`src/rtl/uart_ctrl_pkg.sv`:
```
package uart_ctrl_pkg;
  localparam int unsigned BYTE_W = 8;
  localparam int unsigned OFS_W  = 6;

  localparam logic [OFS_W-1:0] OFS_MODE = 6'h00;
  localparam logic [OFS_W-1:0] OFS_STAT = 6'h04;
  localparam logic [OFS_W-1:0] OFS_CMD  = 6'h08;
  localparam logic [OFS_W-1:0] OFS_DATA = 6'h0C;
  localparam logic [OFS_W-1:0] OFS_AUX  = 6'h10;
  localparam logic [OFS_W-1:0] OFS_INT  = 6'h14;

  // bit used in mode register 1 to pick the receive interrupt source
  localparam int unsigned MODE_RXSRC_BIT = 6;

  typedef enum logic [2:0] {
    MISC_NOP     = 3'd0,
    MISC_PTR_RST = 3'd1,
    MISC_RX_RST  = 3'd2,
    MISC_TX_RST  = 3'd3,
    MISC_ERR_RST = 3'd4,
    MISC_BRK_ACK = 3'd5,
    MISC_BRK_ON  = 3'd6,
    MISC_BRK_OFF = 3'd7
  } misc_cmd_e;

  typedef enum logic [1:0] {
    DIR_KEEP = 2'd0,
    DIR_ON   = 2'd1,
    DIR_OFF  = 2'd2,
    DIR_RSVD = 2'd3
  } dir_cmd_e;

  typedef struct packed {
    logic ptr_rst;
    logic rx_rst;
    logic tx_rst;
    logic brk_ack;
    logic tx_on;
    logic tx_off;
    logic rx_on;
    logic rx_off;
  } cmd_strb_t;
endpackage

```
`src/rtl/uart_cmd_dec.sv`:
```
module uart_cmd_dec
  import uart_ctrl_pkg::*;
(
  input  logic      cmd_wr_i,
  input  logic [6:0] cmd_i,
  output cmd_strb_t strb_o
);
  misc_cmd_e misc;
  dir_cmd_e  tx_f, rx_f;

  always_comb begin
    misc = misc_cmd_e'(cmd_i[6:4]);
    tx_f = dir_cmd_e'(cmd_i[3:2]);
    rx_f = dir_cmd_e'(cmd_i[1:0]);
    strb_o = '0;
    if (cmd_wr_i) begin
      strb_o.ptr_rst = (misc == MISC_PTR_RST);
      strb_o.rx_rst  = (misc == MISC_RX_RST);
      strb_o.tx_rst  = (misc == MISC_TX_RST);
      strb_o.brk_ack = (misc == MISC_BRK_ACK);
      strb_o.tx_on   = (tx_f == DIR_ON);
      strb_o.tx_off  = (tx_f == DIR_OFF);
      strb_o.rx_on   = (rx_f == DIR_ON);
      strb_o.rx_off  = (rx_f == DIR_OFF);
    end
  end
endmodule

```
`src/rtl/uart_tx_hold.sv`:
```
module uart_tx_hold
  import uart_ctrl_pkg::*;
(
  input  logic              clk_i,
  input  logic              rst_ni,
  input  logic              wr_i,
  input  logic [BYTE_W-1:0] wdata_i,
  input  logic              en_i,
  input  logic              flush_i,
  output logic              empty_o,
  output logic              tx_valid_o,
  output logic [BYTE_W-1:0] tx_data_o
);
  logic              empty_q;
  logic [BYTE_W-1:0] data_q;

  assign tx_valid_o = en_i & ~empty_q;
  assign tx_data_o  = data_q;
  assign empty_o    = empty_q;

  always_ff @(posedge clk_i or negedge rst_ni) begin
    if (!rst_ni) begin
      empty_q <= 1'b1;
      data_q  <= '0;
    end else begin
      if (wr_i) begin
        data_q  <= wdata_i;
        empty_q <= 1'b0;
      end else if (tx_valid_o || flush_i) begin
        empty_q <= 1'b1;
      end
    end
  end
endmodule

```
`src/rtl/uart_rx_fifo.sv`:
```
module uart_rx_fifo
  import uart_ctrl_pkg::*;
#(
  parameter int unsigned DEPTH = 4,
  localparam int unsigned CNT_W = $clog2(DEPTH + 1)
) (
  input  logic              clk_i,
  input  logic              rst_ni,
  input  logic              flush_i,
  input  logic              push_i,
  input  logic [BYTE_W-1:0] push_data_i,
  input  logic              pop_i,
  output logic [BYTE_W-1:0] head_o,
  output logic              nonempty_o,
  output logic              full_o
);
  localparam logic [CNT_W-1:0] FULL_CNT = CNT_W'(DEPTH);

  logic [BYTE_W-1:0] q [DEPTH];
  logic [BYTE_W-1:0] q_nxt [DEPTH];
  logic [CNT_W-1:0]  cnt_q, cnt_nxt;

  assign head_o     = q[0];
  assign nonempty_o = (cnt_q != '0);
  assign full_o     = (cnt_q == FULL_CNT);

  always_comb begin
    cnt_nxt = cnt_q;
    for (int i = 0; i < DEPTH; i++) q_nxt[i] = q[i];
    if (pop_i && nonempty_o) begin
      for (int i = 0; i < DEPTH - 1; i++) q_nxt[i] = q[i+1];
      cnt_nxt = cnt_q - 1'b1;
    end
    if (push_i) begin
      if (cnt_nxt == FULL_CNT) begin
        q_nxt[DEPTH-1] = push_data_i;  // overwrite newest
      end else begin
        for (int i = 0; i < DEPTH; i++)
          if (cnt_nxt == CNT_W'(i)) q_nxt[i] = push_data_i;
        cnt_nxt = cnt_nxt + 1'b1;
      end
    end
  end

  always_ff @(posedge clk_i or negedge rst_ni) begin
    if (!rst_ni) begin
      cnt_q <= '0;
      for (int i = 0; i < DEPTH; i++) q[i] <= '0;
    end else if (flush_i) begin
      cnt_q <= '0;
    end else begin
      cnt_q <= cnt_nxt;
      for (int i = 0; i < DEPTH; i++) q[i] <= q_nxt[i];
    end
  end
endmodule

```
`src/rtl/uart_ctrl.sv`:
```
module uart_ctrl
  import uart_ctrl_pkg::*;
#(
  parameter int unsigned FIFO_DEPTH = 4
) (
  input  logic              clk_i,
  input  logic              rst_ni,
  input  logic              req_i,
  input  logic              we_i,
  input  logic [OFS_W-1:0]  addr_i,
  input  logic [BYTE_W-1:0] wdata_i,
  output logic [BYTE_W-1:0] rdata_o,
  output logic              irq_o,
  output logic              tx_valid_o,
  output logic [BYTE_W-1:0] tx_data_o,
  input  logic              rx_valid_i,
  input  logic [BYTE_W-1:0] rx_data_i,
  output logic              rx_ready_o,
  input  logic              rx_break_i
);
  logic              wr, rd, tb_wr, pop, push;
  logic [BYTE_W-1:0] push_data, rx_head, status, isr, imr_q;
  logic [BYTE_W-1:0] mode_q [2];
  logic              mode_ptr_q, tx_en_q, rx_en_q, brk_q;
  logic              tx_empty, rx_nonempty, rx_full, rx_int;
  cmd_strb_t         strb;

  assign wr    = req_i & we_i;
  assign rd    = req_i & ~we_i;
  assign tb_wr = wr & (addr_i == OFS_DATA);
  assign pop   = rd & (addr_i == OFS_DATA);

  uart_cmd_dec u_cmd (
    .cmd_wr_i (wr & (addr_i == OFS_CMD)),
    .cmd_i    (wdata_i[6:0]),
    .strb_o   (strb)
  );

  uart_tx_hold u_tx (
    .clk_i      (clk_i),
    .rst_ni     (rst_ni),
    .wr_i       (tb_wr),
    .wdata_i    (wdata_i),
    .en_i       (tx_en_q),
    .flush_i    (strb.tx_rst),
    .empty_o    (tx_empty),
    .tx_valid_o (tx_valid_o),
    .tx_data_o  (tx_data_o)
  );

  assign rx_ready_o = rx_en_q & ~rx_full;
  assign push       = rx_break_i | (rx_valid_i & rx_ready_o);
  assign push_data  = rx_break_i ? '0 : rx_data_i;

  uart_rx_fifo #(.DEPTH(FIFO_DEPTH)) u_fifo (
    .clk_i       (clk_i),
    .rst_ni      (rst_ni),
    .flush_i     (strb.rx_rst),
    .push_i      (push),
    .push_data_i (push_data),
    .pop_i       (pop),
    .head_o      (rx_head),
    .nonempty_o  (rx_nonempty),
    .full_o      (rx_full)
  );

  always_ff @(posedge clk_i or negedge rst_ni) begin
    if (!rst_ni) begin
      mode_q[0]  <= '0;
      mode_q[1]  <= '0;
      mode_ptr_q <= 1'b0;
      imr_q      <= '0;
      tx_en_q    <= 1'b0;
      rx_en_q    <= 1'b0;
      brk_q      <= 1'b0;
    end else begin
      if (req_i && addr_i == OFS_MODE) begin
        if (we_i) mode_q[mode_ptr_q] <= wdata_i;
        mode_ptr_q <= 1'b1;
      end
      if (strb.ptr_rst) mode_ptr_q <= 1'b0;
      if (wr && addr_i == OFS_INT) imr_q <= wdata_i;
      // direction fields act after the misc action
      if (strb.tx_rst) tx_en_q <= 1'b0;
      if (strb.tx_on) tx_en_q <= 1'b1;
      else if (strb.tx_off) tx_en_q <= 1'b0;
      if (strb.rx_on) rx_en_q <= 1'b1;
      else if (strb.rx_off) rx_en_q <= 1'b0;
      if (rx_break_i) brk_q <= 1'b1;
      else if (strb.brk_ack) brk_q <= 1'b0;
    end
  end

  assign rx_int = mode_q[0][MODE_RXSRC_BIT] ? rx_full : rx_nonempty;
  assign status = {4'b0000, tx_empty, tx_en_q, rx_full, rx_nonempty};
  assign isr    = {1'b0, 4'b0000, brk_q, rx_int, tx_en_q};
  assign irq_o  = |(isr & imr_q);

  always_comb begin
    rdata_o = '0;
    if (rd) begin
      unique case (addr_i)
        OFS_MODE: rdata_o = mode_q[mode_ptr_q];
        OFS_STAT: rdata_o = status;
        OFS_DATA: rdata_o = rx_nonempty ? rx_head : '0;
        OFS_INT:  rdata_o = isr;
        default:  rdata_o = '0;
      endcase
    end
  end
endmodule

```
`config.mk`:
```
export PLATFORM = sky130hd
export DESIGN_NAME = uart_ctrl
export DESIGN_NICKNAME = d
export VERILOG_FILES = /design/src/rtl/uart_ctrl_pkg.sv /design/src/rtl/uart_cmd_dec.sv /design/src/rtl/uart_tx_hold.sv /design/src/rtl/uart_rx_fifo.sv /design/src/rtl/uart_ctrl.sv
export SDC_FILE = /design/constraint.sdc
export NUM_CORES = 1
export LEC_CHECK = 0
export BUFFER_PORTS_ARGS = -buffer_cell sky130_fd_sc_hd__buf_2
export CORE_MARGIN = 2
export CORE_UTILIZATION = 34
export DETAILED_ROUTE_END_ITERATION = 10
export GPL_ROUTABILITY_DRIVEN = 0
export PLACE_DENSITY_LB_ADDON = 0.08
export SLEW_MARGIN = 20
export SYNTH_ARGS = -nofsm -noshare
export SYNTH_HDL_FRONTEND = slang
export SYNTH_SLANG_ARGS = --single-unit
```
`constraint.sdc`:
```
create_clock -name clk_i -period 3.5 [get_ports clk_i]
set_input_delay 0.7 -clock clk_i [delete_from_list [all_inputs] [get_ports clk_i]]
set_output_delay 0.7 -clock clk_i [all_outputs]
set_load 0.01 [all_outputs]
```
---- Yosys cells after proc, flatten, opt, wreduce, memory -nomap -nowiden ----
Index checks and enable logic that the tools add are counted.
cells by class
  add/subtract/negate cells ............... 2
  multipliers ............................. 0
  divide/modulo/power cells ............... 0
  $lt $le $gt $ge ......................... 2
  eq/ne operators ......................... 17
  shift operators ......................... 0
  multiplexer cells ....................... 35
  bitwise logic cells ..................... 15
  reduce and logical (&&, ||, !) cells .... 17
operators with widths
  cell                  count
  $mux W8               13
  $mux W24              2
  $mux W32              1
  $pmux W8 S4           1
  $bwmux W16            1
  $eq A3 B2 Y1 const B  4
  $eq A6 B4 Y1 const B  2
  $mux W1               12
  $mux W3               4
  $reduce_bool A2 Y1    5
  $eq A3 B3 Y1 const B  3
  $and A1 B1 Y1         8
  $and A3 B8 Y8         1
  $demux W8 S1          1
  $reduce_or A8 Y1      1
  $eq A3 B1 Y1 const B  2
  $eq A6 B3 Y1 const B  1
  $eq A6 B5 Y1 const B  1
  $logic_not A6 Y1      1
  $reduce_bool A3 Y1    2
  $eq A2 B1 Y1 const B  2
  $eq A2 B2 Y1 const B  2
  $logic_and A1 B1 Y1   4
  $not A1 Y1            4
  10 further kinds      10
word-level totals
  register bits ........................... 72
  bits in latches ......................... 0
  bits in writable memories ............... 0
  memory bits (read-only) ................. 0
  input bits .............................. 28
  memories kept ........................... 0

---- Longest topological paths before layout ----
Gate-level depths: netlist (run 1).
  word-level depth ........................ 9
  mapped depth ............................ 11

---- Cells and area by module ----
A second synthesis (run 1) with hierarchy kept.
second synthesis, totals
  cells, all modules ...................... 318
  area, all modules ....................... 3632.2 µm²
modules (own cells, without submodules)
  module        times used  cells an instance  area each (µm²)  seq. area each (µm²)
  uart_rx_fifo  1           174                1870.5           875.8
  uart_ctrl     1           115                1301.2           575.6
  uart_tx_hold  1           21                 372.9            226.5
  uart_cmd_dec  1           8                  87.6             0.0

---- Worst setup path before layout (run 1) ----
No wires, ideal clock.
  path kind ............................... in2reg
  start point ............................. in addr_i[1]
  end point ............................... reg u_fifo.q[10] in the netlist's numbering
  setup time .............................. 126 ps
  data arrival time ....................... 3287 ps
  slack ................................... 87 ps
  cell stages on the path ................. 10
  cell sequence ........................... or3_1 -> buf_4 -> nor4_4 -> buf_2 -> mux2i_1 -> ha_1 -> nand4_1 -> and2_1 -> buf_2 -> a221o_1
on the way
  longest elaborated chain between the ends .. 8
  elaborated cells on any way between the ends .. 13
ends and longest elaborated chain
  item                 RTL line            RTL
  start, declared      uart_ctrl.sv:10     input logic [OFS_W-1:0] addr_i,
  $eq A6 B4 Y1         uart_ctrl.sv:31     assign pop = rd & (addr_i == OFS_DATA);
  $and A1 B1 Y1        uart_ctrl.sv:31
  $logic_and A1 B1 Y1  uart_rx_fifo.sv:30  if (pop_i && nonempty_o) begin
  $mux W3              uart_rx_fifo.sv:30
  $eq A3 B2 Y1         uart_rx_fifo.sv:39  if (cnt_nxt == CNT_W'(i)) q_nxt[i] = push_data_i;
  $mux W8              uart_rx_fifo.sv:39
  $mux W24             uart_rx_fifo.sv:35  if (cnt_nxt == FULL_CNT) begin
  $mux W32             uart_rx_fifo.sv:34  if (push_i) begin
  end, declared        uart_rx_fifo.sv:19  logic [BYTE_W-1:0] q [DEPTH];
Parallel ways exist; a longest one is shown, timed or not.
A chain may end at the register's enable or synchronous reset.

---- Worst setup path in the final report (run 1) ----
  start point ............................. in addr_i[1]
  end point ............................... out rdata_o[1]
on the way
  longest elaborated chain between the ends .. 3
  elaborated cells on any way between the ends .. 6
ends and longest elaborated chain
  item                                        RTL line          RTL
  $eq A6 B5 Y1, or another cell as far along  uart_ctrl.sv:102  unique case (addr_i)
  $pmux W8 S4 *                               uart_ctrl.sv:102
  $mux W8 *                                   uart_ctrl.sv:101  if (rd) begin
  end, declared                               uart_ctrl.sv:12   output logic [BYTE_W-1:0] rdata_o,
Every way passes the cells marked *; elsewhere a longest branch is shown, timed or not.

==> impl.org, run 1 <==
** Final layout
- Synthesis-to-layout area growth :: 17.9%
- Commonest non-fill, non-tap cell in the layout :: dfrtp_1
- Final Cell Area :: 0.00419 mm²
- Final #Nets :: 412
- Ant. Diodes :: 0
- The top cell types in the final layout, fill and taps aside, are dfrtp_1 (66), buf_2 (46), mux2_2 (41).
- The post-route netlist has 33.0% of its cells at a drive strength greater than 1.
- The finished layout holds 521 standard cells, fillers aside.

** Setup path
- Type of the worst setup path :: input port to output pin
- The worst setup path is captured at an output pin.
- The worst setup path is launched from an input port.
- Data on the critical path is required at its endpoint by 2.80 ns.
- Along the worst path, the maximum fanout reaches 11.
- Arrival time of data at the critical path endpoint :: 2.43 ns
- Reg-to-reg slack, setup :: 0.46 ns

** Power
- Standby leakage power :: 1.91 nW
- Max rail drop VDD :: 0.000226 V
- In this run the power density over the cells is 603 mW/mm².

** Global route
- Wire length of the first global-routing pass :: 14000 µm
- The initial antenna violation count came to 0.
- Number of global-route vias before repair :: 2678
- Maximum number of pins on one net before global-route repair :: 36
- Summed over all layers, the global routing overflow is 0.
- All-Layer GR Usage :: 16.1%

** Synthesis
- Netlist area before placement :: 0.00356 mm²
- By area the synthesized netlist is led by dfrtp_1 (46%), mux2_2 (13%), a221o_1 (6.8%), nor2b_1 (4.8%), nand2_1 (3.4%).
- The synthesized design contains 0 enable-type register cells.
- By area, the combinational part of the netlist is dominated by simple AND/OR/NAND/NOR gates.
- Post-synthesis mux area share :: 13.8%
- When the netlist entered floorplanning its net count stood at 359.
- Of all cell types, the one taking the most synthesized area is dfrtp_1.
- Area fraction in and, or, nand and nor cells after synthesis :: 17.3%
- Counting flops and latches in the post-synthesis netlist gives 67.
- A synthesized cell averages 10.9 µm².
- Number of different library cells in the post-synthesis netlist :: 46
- After Yosys synthesis, XOR and XNOR cells account for 0.493% of the synthesized area.
- For this run, the number of Yosys warnings is 0.
- After synthesis, the share of flip-flops with an asynchronous set or reset is 100%.
- In the synthesized netlist the dominant register cell turns out to be dfrtp_1.
- Adder and majority gate portion of the synthesized area :: 1.69%
- Summing the sequential cell areas from Yosys gives 47.2% of the chip area.
- Yosys top cell area share :: 46.4%
- Synthesized instance count :: 327
- The synthesized netlist devotes 16.6% of its cell area to compound gates.

** Clocking
- # hold bufs at CTS :: 0
- CTS Root Buffer Type :: clkbuf_8
- The H-tree generated during clock tree synthesis spans 3 levels.
- TritonCTS built the clock tree.
- After clock tree synthesis, the repair step resized 0 gates.
- Counting along the longest clock path gives a buffer depth of 2.
- Number of buffers inserted during clock tree synthesis :: 9
- Counting every sink on the clock net gives 67.
- Clock latency on the worst-skew pair, taken at its later pin, is 0.35 ns.
- Clock-pin transition on the worst setup and hold timing paths :: 0.08 ns
- In this run the post-CTS setup repair buffer count came out at 0.

** Floorplanning
- Number of top-level pins :: 47
- Placeable core region :: 0.0102 mm²
- Measured along the y axis, the die boundary spans 106 µm.
- Initial standard-cell utilization of the core :: 34.8%
- The die covers 0.0113 mm².
- The initialized floorplan defines 37 standard-cell rows.
- Chip Width :: 106 µm

** Drt
- Total iterations of the first detailed-routing run :: 6
- In the final routed layout, each cell accounts on average for 16.5 µm.
- Antenna-violating nets left :: 0
- Residual DRC count :: 0
- Via count of the routed design :: 2674
- In the routed layout, each cell is associated on average with a via count of 5.13.
- The final layout contains routed wiring with a total length of 8610 µm.
- The first routing iteration left 136 violations.

** Status
- Result of the run :: complete, no violations

** Place
- Summed over all nets, the half-perimeter wirelength after detailed placement is 6410 µm.
- Post-detailed-placement cell area :: 0.00399 mm²
- The number of placed instances, taps included, is 505.
- Input and output buffers added on the ports amount to 46.

** Min path
- The min-delay analysis places its worst path in the category input port to asynchronous set/reset pin.

** Timing
- Setup violations remaining at the end of the flow were counted as 0.
- Summed over all failing endpoints, the final setup total negative slack is 0 ns.
- Derived from the worst setup path, the maximum achievable clock frequency is 320 MHz.
- The final critical path takes up 89.3% of the cycle.
- The number of pins exceeding their max-slew limit in the final report was 0.
- Hold violation count in the final report :: 0
- Maximum clock skew at final layout :: 0.0108 ns
- Counting I/O delays and the setup requirement, the final critical path takes 3.13 ns.
- Setup repair after global routing missed its margin :: false
- For the pin with the worst max-slew slack, the measured transition is 0.788 ns.
- The worst pin sits at a relative slew slack of 47.5%.

** Job
- Number of max-capacitance violations reported :: 0
Yosys cell counts, types with 2 or more instances:
master    instances
dfrtp_1          66
mux2_2           41
nand2_1          32
nor2b_1          27
a221o_1          24
a21oi_1          22
nor2_1           12
o21ai_0          11
inv_1             7
a22oi_1           6
buf_2             6
clkbuf_1          6
and2b_1           4
ha_1              4
nand2b_1          4
nor3_1            4
a222oi_1          3
a41o_1            3
and2_1            3
mux2i_1           3
nand3b_1          3
nand4_1           3
or3_1             3
a211oi_1          2
and3_1            2
buf_1             2
buf_4             2
nor4_1            2
or3b_2            2
xnor2_1           2
cell type report:
type | instances | area [µm²]
Clock buffer | 9 | 124
Multi-Input combinational cell | 237 | 1790
Sequential cell | 67 | 1680
Clock inverter | 7 | 77.6
Fill cell | 1010 | 6040
Tap cell | 136 | 170
Inverter | 7 | 26.3
Timing Repair Buffer | 58 | 333
routing by layer:
layer  GRT usage (%)  vias up  share of wire [%]
met1            22.0     1292                 48
met4            5.08        0                1.0
met2            26.0       52                 47
met5               0        -                  0
met3            2.70        9                3.1
li1                -     1321                  -
critical path, stage by stage:
cell and delay [ns]:
buf_2 0.09, or3_1 0.42, buf_4 0.20, nor3_1 0.50, a22oi_1 0.18, a21oi_1 0.18, buf_2 0.15
cell families after synthesis:
family          after synthesis
flops                        67
fa+ha+maj                     5
mux                          44
compound gates               77
buf+inv                      23
simple gates                109
xor+xnor                      2
through the flow:
step | utilization [%] | hold WS (ns) | power, mW | setup WS (ns)
3_3_place_gp | 39.0 | 0.458 | 1.87 | 0.332
5_1_grt | 41.0 | 0.465 | 2.70 | 0.157
4_1_cts | 41.0 | 0.446 | 2.56 | 0.162
2_1_floorplan | - | 0.404 | 1.66 | 0.0868
6_report | 41.0 | 0.426 | 2.53 | 0.374
3_5_place_dp | 39.0 | 0.477 | 1.89 | 0.275
power by group:
group	leakage (nW)	internal, mW	switching [mW]
clock	0.0881	0.332	0.334
sequential	0.873	0.987	0.142
combinational	0.950	0.376	0.359
total	1.91	1.70	0.835
flip-flops by register name (all words and copies together), names as in the netlist:
signal / flops
tx_en_q: 1
imr_q: 3
u_fifo.q: 24
rx_en_q: 1
u_fifo.cnt_q: 3
u_tx.tx_data_o: 8
brk_q: 1
mode_q: 16
u_tx.empty_o: 1
u_fifo.head_o: 8
mode_ptr_q: 1
final timing paths:
| path | from | end | cells past startpoint |
|---|---|---|---|
| min in group clk_i | u_tx.tx_data_o[6] | u_tx.tx_data_o[6] | 2 |
| worst max-delay path | addr_i[1] | rdata_o[1] | 7 |
| worst min-delay path | rst_ni | u_tx.tx_data_o[4] | 1 |
| max in group asynchronous | rst_ni | u_fifo.q[3] | 2 |
| worst max register to register | u_fifo.cnt_q[0] | u_fifo.q[4] | 10 |
| worst min register to register | u_tx.tx_data_o[6] | u_tx.tx_data_o[6] | 2 |
(Power assumes the default switching activity.)
==> run 2: changes to the inputs <==
--- a/config.mk
+++ b/config.mk
@@ -11,7 +11,9 @@
 export DETAILED_ROUTE_END_ITERATION = 10
 export GPL_ROUTABILITY_DRIVEN = 0
 export PLACE_DENSITY_LB_ADDON = 0.08
+export REMOVE_ABC_BUFFERS = 1
 export SLEW_MARGIN = 20
 export SYNTH_ARGS = -nofsm -noshare
 export SYNTH_HDL_FRONTEND = slang
+export SYNTH_HIERARCHICAL = 1
 export SYNTH_SLANG_ARGS = --single-unit
==> run 2 against run 1 <==
Compared with the run above: die area up 2.1%; clock-buffer cell count unchanged; sequential power about the same; core utilization down 0.44 points; synthesized cell count down 2.8%; non-clock buffer count down 2; first-iteration DRC count up 2.2%; power down 0.81%; hold slack better by 0.042 ns; via count up 1.9%; final cell count down 1.9%; critical path type is now flop to output pin.
==> impl.org, run 2 <==
** Synthesis
- After synthesis, the most frequently instantiated cells are dfrtp_1 (66), mux2_2 (35), nor2_1 (25), nand2_1 (21), inv_1 (18).
- After synthesis, the largest family of logic cells by area is simple AND/OR/NAND/NOR gates.
- The share of the synthesized area in compound gates (AO/OA/AOI/OAI) is 16.5% (-0.18 points).
- The number of synthesized flops with an enable pin was 0 (unchanged).
- Primary FF master, synth :: dfrtp_1
- Post-synthesis mux area share :: 14.5% (+0.64 points)
- The area share of xor/xnor cells in the synthesized design is 0.482% (-0.010 points).
- The fraction of synthesized cell area taken by the top area cell type came to 45.5% (-0.98 points).
- Yosys attributes the largest share of cell area to dfrtp_1 (45%), mux2_2 (11%), a221o_1 (4.4%), mux2_4 (3.3%), nor2_1 (2.6%).
- The part of the Yosys area used for sequential elements came to 46.2% (-0.99 points).
- The count of state elements after synthesis is 67 (unchanged).
- The mean post-synth cell area came to 11.4 µm² (+5.0%).
- The combined area of all synthesized cells is 0.00363 mm² (+2.1%).
- Largest area contributor in the synthesized netlist :: dfrtp_1
- Adder and majority gate portion of the synthesized area :: 0.689% (-1.0 points)
- Synthesized instance count :: 318 (-2.8%)
- The count of warnings emitted by yosys was 6 (+6).
- Number of different library cells in the post-synthesis netlist :: 54 (+17%)
- Area fraction in and, or, nand and nor cells after synthesis :: 16.9% (-0.40 points)
- dfrtp_1 is the most common cell in the netlist.
- The share of flip-flops with an asynchronous set or reset came to 100% (unchanged).

** Power
- The cell area power density is 597 mW/mm² (-1.1%).
- Switching power :: 0.864 mW (+3.5%)
- The worst voltage drop across the vdd grid was 0.000197 V (-13%).
- Int Pwr :: 1.65 mW (-2.9%)
- Clk pwr share :: 26.7% (+0.3 points)
- The sequential share of power came to 44.6% (about the same).
- The share of total power in combinational logic was 28.7% (-0.3 points).
- Switching fraction of total power :: 34.4% (+1.4 points)
- The leakage power summed over all cells was 1.96 nW (+2.4%).

** Clocking
- Buffer count from post-CTS setup fixing :: 0 (unchanged)
- The post-CTS clock slew at the launch and capture registers of the worst setup and hold paths came to 0.08 ns (about the same).
- CTS Root Buffer Type :: clkbuf_8
- CTS tree :: built
- Clock network latency to the later pin of the worst-skew pair :: 0.36 ns (about the same)
- Post-CTS Resized :: 0 (unchanged)
- Sinks on Clock Net :: 67 (unchanged)
- The count of hold buffers inserted by post-cts repair was 0 (unchanged).
- Max Root-Sink Buffers :: 2 (unchanged)
- Total number of H-tree levels :: 3 (unchanged)
- Number of buffers inserted during clock tree synthesis :: 9 (unchanged)

** Final layout
- The library cell used most frequently in the layout, excluding fill and tap cells, is dfrtp_1.
- Largest registers :: u_fifo/q (24), mode_q (16)
- Register with the most flip-flops :: u_fifo/q
- The final antenna diode count was 0 (unchanged).
- The area growth from synthesis to layout is 15.8%.
- Share of final-layout standard cells stronger than drive strength 1 :: 36.5% (+3.5 points)
- In the layout the commonest cells are dfrtp_1 (66), buf_2 (46), mux2_2 (35).
- Final #Nets :: 400 (-2.9%)
- Largest register FFs :: 24 (unchanged)
- The fill cell instance count of the final layout came to 1021 (+1.1%).

** Status
- The run finished with clean final reports.

** Setup path
- The peak fanout along the critical path is 9 (-2).
- Worst setup SP type :: flop
- The worst setup path is captured at an output pin.
- The critical path is of the flop to output pin type.
- Reg2Reg Launch Point :: u_fifo/cnt_q[0]
- In this run the worst setup path begins at u_fifo/cnt_q[1].
- The critical path goes through inv_1, ha_1, nor2b_4, inv_1, nand3_1, nor2_1, buf_4, a222oi_1, nor2_1, buf_2.
- The required time of the critical path was 2.80 ns (about the same).
- Crit path largest cell delay :: 0.41 ns (-0.09 ns)
- Worst-path cell with the longest stage delay :: dfrtp_1
- Arrival time of data at the critical path endpoint :: 2.52 ns (+0.09 ns)

** Job
- The max-cap violation count came to 0 (unchanged).

** Timing
- The portion of the clock cycle consumed by the worst path in the final layout came to 91.9% (+2.6 points).
- The setup TNS came to 0 ns (unchanged).
- The final count of hold timing violations came to 0 (unchanged).
- The final-layout worst hold slack is 0.468 ns (+0.0424 ns).
- Count of final setup violators :: 0 (unchanged)
- Clock period minus final worst setup slack :: 3.22 ns (+0.0900 ns)
- The worst clock skew came to 0.0143 ns (+0.00350 ns).
- Transition time at the pin with the least slew margin :: 0.899 ns (+0.111 ns)
- Normalized max-slew margin :: 40.0% (-7.4 points)
- Slew Limit Fails :: 0 (unchanged)
- Fmax achieved :: 311 MHz (-2.8%)
- Setup repair after global routing left no endpoint under its margin.

** Global route
- All-Layer GR Usage :: 16.7% (+0.60 points)
- The pin count of the biggest net entering global routing is 39 (+8.3%).
- The initial antenna violation count came to 0 (unchanged).
- Leftover overflow at the end of global routing :: 0 (unchanged)
- Number of global-route vias before repair :: 2781 (+3.8%)
- The global-route wire length before repair is 14700 µm (+4.5%).

** Drt
- The DRC violation total after the first TritonRoute iteration came to 139 (+2.2%).
- The wire length per cell after detailed routing was 17.5 µm (+6.0%).
- The number of search-and-repair iterations in the first detailed-routing pass is 4 (-2).
- The count of vias placed by the detailed router came to 2726 (+1.9%).
- Residual DRC count :: 0 (unchanged)
- Antenna-violating nets left :: 0 (unchanged)
- The via density per instance came to 5.33 (+3.9%).
- Total detailed-routing wirelength :: 8950 µm (+3.9%)

** Floorplanning
- The area enclosed by the die boundary is 0.0115 mm² (+2.1%).
- Number of standard-cell rows in the floorplan :: 37 (unchanged)
- The number of I/O pins is 47 (unchanged).
- The starting density of the core is 35.0% (+0.27 points).
- Placeable core region :: 0.0104 mm² (+1.4%)
- The die boundary height came to 107 µm (+1.0%).
- Chip Width :: 107 µm (+1.0%)

** Place
- The post-detailed-placement half-perimeter wirelength was 6550 µm (+2.1%).
- Port Buffer Count :: 46 (unchanged)

** Min path
- The worst hold path belongs to the class input port to asynchronous set/reset pin.
-- run 2: changes by cell type after synthesis, sizes merged, moves of 6 or more --
cell / change
nand2: -11
inv: +11
nor2b: -14
and3: +8
a221o: -8
a31oi: +6
o221ai: +8
nor2: +13
a21oi: -17
-- run 2: layout make-up --
| type | instances | area, µm² | share of cell area [%] |
|---|---|---|---|
| multi-input combinational | 217 | 1780 | 42.3 |
| tap | 136 | 170 | 4.05 |
| sequential | 67 | 1680 | 39.9 |
| inverter | 19 | 71.3 | 1.70 |
| clock buffer | 9 | 124 | 2.95 |
| timing repair buffer | 56 | 305 | 7.26 |
| clock inverter | 7 | 76.3 | 1.81 |
-- run 2: power by group through the flow --
stage	sequential [mW]	combinational [mW]	clock, mW
finish	1.12	0.720	0.669
floorplan	1.09	0.544	0
detailed placement	1.13	0.721	0
CTS	1.12	0.724	0.690
global route	1.14	0.801	0.724
global placement	1.13	0.722	0
-- run 2: final timing paths --
kind	end	slack, ns	cells past startpoint
setup / recovery	rdata_o[3]	0.28	10
hold / removal	u_tx/tx_data_o[0]	0.47	1
setup reg to reg	u_fifo/q[17]	0.49	9
hold reg to reg	u_fifo/q[12]	0.48	2
max in group asynchronous	u_tx/empty_o	2.21	2
min in group clk_i	u_fifo/q[12]	0.48	2
-- run 2: cells by family after synthesis --
kind of cell             after synthesis
XOR/XNOR                               2
buffers and inverters                 34
flip-flops                            67
adder cells (fa/ha/maj)                2
AND/OR/NAND/NOR                      102
multiplexers                          44
AO/OA/AOI/OAI                         67
-- run 2: per-layer routing --
| layer | up-vias | track usage (%) | wire length (µm) |
|---|---|---|---|
| met1 | 1339 | 21.0 | 4100 |
| met5 | - | 0 | 0 |
| met3 | 14 | 4.36 | 380 |
| met4 | 0 | 5.68 | 157 |
| li1 | 1301 | - | - |
| met2 | 72 | 27.7 | 4310 |
-- run 2: stage by stage --
step	power (mW)	setup slack, ns	instances	instance area, µm²	util, %
finish	2.51	0.284	511	4210	40.6
global route	2.67	0.0556	511	4210	40.6
CTS	2.53	0.256	511	4210	40.6
detailed placement	1.85	0.206	495	4010	38.6
global placement	1.85	0.189	495	4010	38.6
floorplan	1.63	0.401	303	3530	-
-- run 2: critical path: cells and delay by family (launching register included) --
family	cells	cell delay (ns)
AO/OA/AOI/OAI	1	0.32
adder cells (fa/ha/maj)	1	0.26
buffers and inverters	4	0.71
flip-flops	1	0.41
AND/OR/NAND/NOR	4	0.45
